$ cat src/rtl/pp_shift_pkg.sv
package pp_shift_pkg;
  typedef enum logic {
    CLK_FREE  = 1'b0,
    CLK_FIXED = 1'b1
  } clk_mode_e;
endpackage

$ cat src/rtl/pp_period_gen.sv
// Bit-period timer: the two divider settings are multiplied into one period.
module pp_period_gen #(
  parameter int DIV_W = 8
) (
  input  logic             clk,
  input  logic             rst,
  input  logic             launch,
  input  logic             run,
  input  logic [DIV_W-1:0] div_a,
  input  logic [DIV_W-1:0] div_b,
  output logic             wrap,
  output logic             mid
);
  localparam int PW = 2 * DIV_W;

  logic [DIV_W-1:0] eff_a, eff_b;
  logic [PW-1:0]    prod, per_next;
  logic [PW-1:0]    per_q, half_q, phase_q;

  always_comb begin
    eff_a    = (div_a < DIV_W'(2)) ? DIV_W'(1) : div_a;
    eff_b    = (div_b < DIV_W'(2)) ? DIV_W'(1) : div_b;
    prod     = PW'(eff_a) * PW'(eff_b);
    per_next = (prod < PW'(2)) ? PW'(2) : prod;
  end

  always_ff @(posedge clk) begin
    if (rst) begin
      per_q   <= PW'(2);
      half_q  <= PW'(1);
      phase_q <= '0;
    end else if (launch) begin
      per_q   <= per_next;
      half_q  <= per_next >> 1;
      phase_q <= '0;
    end else if (run) begin
      phase_q <= wrap ? '0 : phase_q + PW'(1);
    end
  end

  assign wrap = run && (phase_q == per_q - PW'(1));
  assign mid  = run && (phase_q == half_q - PW'(1));
endmodule

$ cat src/rtl/pp_shadow_pair.sv
// Two shadow words with independent write strobes and a ping-pong read pointer.
module pp_shadow_pair #(
  parameter int WORD_W = 16
) (
  input  logic              clk,
  input  logic              rst,
  input  logic [WORD_W-1:0] ld_data,
  input  logic [1:0]        ld,
  input  logic              take,
  output logic [WORD_W-1:0] cur_word,
  output logic              cur_valid,
  output logic [1:0]        full
);
  logic [1:0][WORD_W-1:0] words;
  logic                   sel_q;

  for (genvar g = 0; g < 2; g++) begin : g_buf
    logic [WORD_W-1:0] word_q;
    logic              full_q;

    always_ff @(posedge clk) begin
      if (ld[g]) word_q <= ld_data;
    end

    always_ff @(posedge clk) begin
      if (rst)                                  full_q <= 1'b0;
      else if (ld[g])                           full_q <= 1'b1;
      else if (take && (sel_q == 1'(g)) && full_q) full_q <= 1'b0;
    end

    assign words[g] = word_q;
    assign full[g]  = full_q;
  end

  always_ff @(posedge clk) begin
    if (rst)                     sel_q <= 1'b0;
    else if (take && full[sel_q]) sel_q <= ~sel_q;
  end

  assign cur_word  = words[sel_q];
  assign cur_valid = full[sel_q];
endmodule

$ cat src/rtl/pp_serializer.sv
// Transfer sequencer and shift register; drives the registered pin outputs.
module pp_serializer
  import pp_shift_pkg::*;
#(
  parameter int WORD_W = 16,
  parameter int CNT_W  = 8
) (
  input  logic              clk,
  input  logic              rst,
  input  logic              start,
  input  logic              stop,
  input  logic              done_clr,
  input  clk_mode_e         mode,
  input  logic [CNT_W-1:0]  count,
  input  logic              wrap,
  input  logic              mid,
  input  logic [WORD_W-1:0] word,
  input  logic              word_valid,
  output logic              take,
  output logic              launch,
  output logic              active,
  output logic              sh_clk,
  output logic              sh_dout,
  output logic              done
);
  localparam int BP_W = $clog2(WORD_W + 1);

  logic              active_q, fixed_q, clk_q, dout_q, done_q;
  logic [WORD_W-1:0] sreg_q, new_word;
  logic [BP_W-1:0]   bitpos_q;
  logic [CNT_W-1:0]  left_q;
  logic              last_bit, boundary, zero_req;

  always_comb begin
    new_word = word_valid ? word : '0;
    zero_req = (mode == CLK_FIXED) && (count == '0);
    last_bit = fixed_q && (left_q == '0);
    boundary = (bitpos_q == BP_W'(WORD_W));
    launch   = start && !active_q && !zero_req;
    take     = launch || (active_q && !stop && wrap && !last_bit && boundary);
  end

  always_ff @(posedge clk) begin
    if (rst) begin
      active_q <= 1'b0;
      fixed_q  <= 1'b0;
      clk_q    <= 1'b0;
      dout_q   <= 1'b0;
      done_q   <= 1'b0;
      sreg_q   <= '0;
      bitpos_q <= '0;
      left_q   <= '0;
    end else begin
      if (done_clr) done_q <= 1'b0;
      if (!active_q) begin
        if (start) begin
          if (mode == CLK_FIXED) done_q <= 1'b0;
          if (zero_req) begin
            done_q <= 1'b1;
          end else begin
            active_q <= 1'b1;
            fixed_q  <= (mode == CLK_FIXED);
            left_q   <= count - CNT_W'(1);
            clk_q    <= 1'b1;
            dout_q   <= new_word[WORD_W-1];
            sreg_q   <= new_word << 1;
            bitpos_q <= BP_W'(1);
          end
        end
      end else if (stop) begin
        active_q <= 1'b0;
        clk_q    <= 1'b0;
        dout_q   <= 1'b0;
      end else begin
        if (mid) clk_q <= 1'b0;
        if (wrap) begin
          if (last_bit) begin
            active_q <= 1'b0;
            done_q   <= 1'b1;
            clk_q    <= 1'b0;
            dout_q   <= 1'b0;
          end else begin
            clk_q <= 1'b1;
            if (fixed_q) left_q <= left_q - CNT_W'(1);
            if (boundary) begin
              dout_q   <= new_word[WORD_W-1];
              sreg_q   <= new_word << 1;
              bitpos_q <= BP_W'(1);
            end else begin
              dout_q   <= sreg_q[WORD_W-1];
              sreg_q   <= sreg_q << 1;
              bitpos_q <= bitpos_q + BP_W'(1);
            end
          end
        end
      end
    end
  end

  assign active  = active_q;
  assign sh_clk  = clk_q;
  assign sh_dout = dout_q;
  assign done    = done_q;
endmodule

$ cat src/rtl/pingpong_shift_tx.sv
module pingpong_shift_tx
  import pp_shift_pkg::*;
#(
  parameter int WORD_W = 16,
  parameter int DIV_W  = 8,
  parameter int CNT_W  = 8
) (
  input  logic              clk,
  input  logic              rst,
  input  logic [WORD_W-1:0] ld_data,
  input  logic              ld_buf0,
  input  logic              ld_buf1,
  input  logic [DIV_W-1:0]  cfg_div_a,
  input  logic [DIV_W-1:0]  cfg_div_b,
  input  logic              cfg_fixed,
  input  logic [CNT_W-1:0]  cfg_count,
  input  logic              start,
  input  logic              stop,
  input  logic              done_clr,
  output logic              sh_clk,
  output logic              sh_dout,
  output logic              done,
  output logic              busy,
  output logic [1:0]        buf_full
);
  logic              wrap, mid, take, launch, word_valid;
  logic [WORD_W-1:0] word;
  clk_mode_e         mode;

  assign mode = cfg_fixed ? CLK_FIXED : CLK_FREE;

  pp_period_gen #(.DIV_W(DIV_W)) u_period (
    .clk    (clk),
    .rst    (rst),
    .launch (launch),
    .run    (busy),
    .div_a  (cfg_div_a),
    .div_b  (cfg_div_b),
    .wrap   (wrap),
    .mid    (mid)
  );

  pp_shadow_pair #(.WORD_W(WORD_W)) u_shadow (
    .clk       (clk),
    .rst       (rst),
    .ld_data   (ld_data),
    .ld        ({ld_buf1, ld_buf0}),
    .take      (take),
    .cur_word  (word),
    .cur_valid (word_valid),
    .full      (buf_full)
  );

  pp_serializer #(.WORD_W(WORD_W), .CNT_W(CNT_W)) u_ser (
    .clk        (clk),
    .rst        (rst),
    .start      (start),
    .stop       (stop),
    .done_clr   (done_clr),
    .mode       (mode),
    .count      (cfg_count),
    .wrap       (wrap),
    .mid        (mid),
    .word       (word),
    .word_valid (word_valid),
    .take       (take),
    .launch     (launch),
    .active     (busy),
    .sh_clk     (sh_clk),
    .sh_dout    (sh_dout),
    .done       (done)
  );
endmodule

$ cat config.mk
export PLATFORM = sky130hd
export DESIGN_NAME = pingpong_shift_tx
export DESIGN_NICKNAME = d
export VERILOG_FILES = /design/src/rtl/pp_shift_pkg.sv /design/src/rtl/pp_period_gen.sv /design/src/rtl/pp_shadow_pair.sv /design/src/rtl/pp_serializer.sv /design/src/rtl/pingpong_shift_tx.sv
export SDC_FILE = /design/constraint.sdc
export NUM_CORES = 1
export LEC_CHECK = 0
export BUFFER_PORTS_ARGS = -buffer_cell sky130_fd_sc_hd__buf_2
export CAP_MARGIN = 40
export CORE_MARGIN = 1
export CORE_UTILIZATION = 30
export DETAILED_ROUTE_END_ITERATION = 10
export GPL_TIMING_DRIVEN = 0
export HOLD_SLACK_MARGIN = 0.02
export PLACE_DENSITY_LB_ADDON = 0.2
export SYNTH_ARGS = -nofsm -noshare
export SYNTH_HDL_FRONTEND = slang
export SYNTH_SLANG_ARGS = --single-unit
$ cat constraint.sdc
create_clock -name clk -period 7.7 [get_ports clk]
set_clock_uncertainty 0.15 [all_clocks]
set_input_delay 0.77 -clock clk [delete_from_list [all_inputs] [get_ports clk]]
set_output_delay 0.77 -clock clk [all_outputs]
set_load 0.01 [all_outputs]
==> results.py <==
metrics = {
    "setup_path": {
        "path_max_fanout": 9,
        "crit_required_ns": 7.78,
        "crit_buf_inv": 4,
        "worstSetupPathType": "input pin to flop",
        "end_kind": "flop",
        "crit_top_cell": "fa_1",
        "r2r-start": "u_period.per_q[2]",
        "timing.rr.end": "u_ser.left_q[1]",
        "critPathTopFamily": "adder cells",
        "arrival_ns": 6.45,
        "slowest_delay_ns": 0.59,
        "crit_chain": "buf_2, nor3_1, a21oi_1, nand2b_1, fa_1, fa_1, inv_1, fa_1, inv_1, fa_1, inv_1, ha_1, or3_1, o21ai_0, or3b_2, xnor2_1, or4_1, nor4_1, o21ai_0",
        "crit_end": "u_period.per_q[0]",
        "path_depth": 19,
        "critPathLaunchType": "input pin",
        "r2r_slack_ns": 4.15,
        "worst_r2r_path_depth": 13,
        "cp-startpoint": "cfg_div_a[7]",
        "cpMaxStageDelayCell": "a21oi_1",
    },
    "power_and_ir_drop": {
        "switching_share_pct": 40.0,
        "p_comb_share_pct": 44.8,
        "power.switching_mw": 0.789,
        "power_frac_seq_pct": 31.8,
        "power_leakage_nw": 3.34,
        "vdd_drop_max_v": 0.000105,
        "internal_power_mw": 1.19,
        "clkPwrFrac_pct": 23.4,
        "power_mw": 1.98,
        "pwr_density_cell_nw_per_um2": 231,
    },
    "synth": {
        "ys_async_sr_fraction_pct": 0,
        "ys_seq_area_share_pct": 30.6,
        "synthDistinctLibCells": 62,
        "ys.warnings.count": 0,
        "synth_compound_gate_area_share_pct": 12.9,
        "yosys.area_share.simple_pct": 23.6,
        "syn_avg_cell_area_um2": 8.73,
        "syn_nets": 996,
        "synth_seq_cells": 100,
        "syn_area_um2": 7590,
        "synth_top_family_by_area": "simple AND/OR/NAND/NOR gates",
        "netlist_instances": 869,
        "synth_edf_count": 32,
        "synthAdderAreaFrac_pct": 16.6,
        "synth_xor_area_share_pct": 8.08,
        "muxShareOfSynthArea_pct": 2.37,
        "ys.flop_type": "dfxtp_1",
    },
    "die": {
        "core_area_um2": 24500,
        "io_pins": 54,
        "row_count": 57,
        "start_util_pct": 30.9,
        "dieWidth_um": 161,
        "dieArea_um2": 25900,
        "die_y_um": 161,
    },
    "route": {
        "post_drt_wl_per_cell_um": 15.0,
        "vias_per_cell": 5.01,
        "ant_nets": 0,
        "dr.pass1.iters": 5,
        "via_count": 6316,
        "initialDrtViolationCount": 305,
        "drc": 0,
        "wl_um": 18900,
    },
    "clocking": {
        "cts.sinks": 100,
        "cts_resized": 0,
        "postCtsHoldBufs": 0,
        "htreeDepth": 3,
        "cts_tree": "yes",
        "post_cts_buffers": 0,
        "clk_pin_slew_ns": 0.08,
        "cts_root_buf": "clkbuf_16",
        "cts-buffers-inserted": 9,
        "cts_buffer_depth": 2,
        "insertion_delay_ns": 0.36,
    },
    "sta": {
        "slew_viol_final": 0,
        "holdWs_ns": 0.319,
        "min_period_over_period_pct": 82.8,
        "relSlewSlack_pct": 51.7,
        "layout_min_cycle_time_ns": 6.37,
        "tns_ns": 0,
        "hold_viol": 0,
        "setup_viol": 0,
        "worst_slew_pin_slew_ns": 0.724,
        "max_freq_mhz": 157,
        "rsz0062_at_grt": "false",
    },
    "flow_run": {
        "drv_cap": 0,
    },
    "global_route": {
        "grt_pass1_vias": 6109,
        "grt_overflow": 0,
        "grt_max_degree": 22,
        "grtUsageTotal_pct": 15.4,
        "grt_pass1_wl_um": 31900,
        "grt_antenna_before_repair": 0,
    },
    "finish": {
        "syn_to_final_growth_pct": 12.8,
        "layout_commonest_cell": "nand2_1",
        "drive_gt1_share_pct": 10.4,
        "fin_util_pct": 34.9,
        "layout_common_cells": "nand2_1, dfxtp_1, nor2_1, buf_2, inv_1",
        "nets": 1059,
        "num_antenna_cells": 0,
        "fill_cells": 2623,
    },
    "place": {
        "dp_hpwl_um": 14700,
        "gp_congestion": 0.810,
        "portBuffers": 52,
    },
    "hold_path": {
        "hold_class": "flop to flop",
    },
    "run_status": {
        "status": "complete, no violations",
    },
}
-- Yosys cell counts, types with 3 or more instances --
cell	number	area, um^2
and3_1	7	43.8
and2_1	42	263
nor3b_1	5	37.5
nand4b_1	3	26.3
nand4_1	13	81.3
o21ai_0	25	125
or4_1	7	52.6
nor4_1	11	68.8
or3_1	9	56.3
o2111ai_1	3	26.3
xnor2_1	36	315
nand3_1	18	90.1
nand2_1	69	259
fa_1	36	721
o31ai_1	4	30.0
or2_2	3	18.8
nand2b_1	8	50.1
inv_1	61	229
a211oi_1	21	158
nor3_1	42	210
dfxtp_1	68	1360
buf_2	10	50.1
a31oi_1	13	81.3
buf_4	3	22.5
o21a_1	4	30.0
xor2_1	34	298
clkbuf_1	28	105
buf_1	3	11.3
nor2_1	67	251
mux2i_1	18	180
nor2b_1	23	144
a21oi_1	54	270
edfxtp_1	32	961
a32oi_1	7	61.3
ha_1	43	538
-- power groups by stage --
stage	clock network, mW	registers (mW)	logic, mW
2_1_floorplan	0	0.630	0.673
3_3_place_gp	0	0.639	0.881
3_5_place_dp	0	0.640	0.883
4_1_cts	0.477	0.628	0.890
5_1_grt	0.493	0.635	1.01
6_report	0.462	0.628	0.885
-- layout make-up --
class	instances	area [um^2]	area share [%]
flip-flops and latches	100	2320	27.1
multi-input cells	660	4820	56.3
clock inverters	7	81.3	0.950
plain buffers	46	211	2.47
clock buffers	9	225	2.63
well taps	324	405	4.74
inverters	63	236	2.76
repair buffers	52	260	3.04
-- routing by layer --
layer	up-vias	part of all wire, %	global-route usage [%]
met1	3002	50	22.3
met4	0	1.2	3.52
met2	145	44	24.1
met5	-	0	0
met3	14	4.2	2.18
li1	3155	-	-
-- worst min-delay path by stage --
stage                           end  depth (start not counted)            start
floorplan           u_ser.sreg_q[1]                          2  u_ser.sreg_q[1]
global placement    u_ser.sreg_q[1]                          2  u_ser.sreg_q[1]
detailed placement  u_ser.sreg_q[1]                          2  u_ser.sreg_q[1]
CTS                 u_ser.sreg_q[1]                          2  u_ser.sreg_q[1]
global route        u_ser.sreg_q[1]                          2  u_ser.sreg_q[1]
finish              u_ser.sreg_q[1]                          2  u_ser.sreg_q[1]
-- worst min-delay path: cells and delay by family (launching register included) --
family | cells | cell delay (ns)
compound gates | 1 | 0.05
simple gates | 1 | 0.06
flops | 1 | 0.32
-- cell families (layout without fill, tap and decap cells) --
family | Yosys count | in the layout
buffers and inverters | 109 | 177
xor gates and xnor gates | 70 | 70
muxes | 18 | 18
AOI/OAI and AO/OA | 155 | 155
adders and majority gates | 79 | 79
and+or+nand+nor | 338 | 338
DFF | 100 | 100
-- sequential cells by signal (all words and copies together), names as in the netlist, 2 cells and up --
signal                 count
u_ser.sreg_q              15
u_ser.bitpos_q             5
u_period.per_q            16
u_ser.left_q               8
u_period.phase_q          16
u_shadow.g_buf.word_q     32
u_shadow.g_buf.full_q      2
-- metrics by stage --
stage | setup slack (ns) | cells | cell area, um^2
final | 1.33 | 1261 | 8560
after global placement | 0.882 | 1245 | 8250
after floorplan | 1.64 | 869 | 7590
after CTS | 1.25 | 1261 | 8560
after detailed placement | 0.894 | 1245 | 8250
after global routing | 0.813 | 1261 | 8560
(Power assumes the default switching activity.)
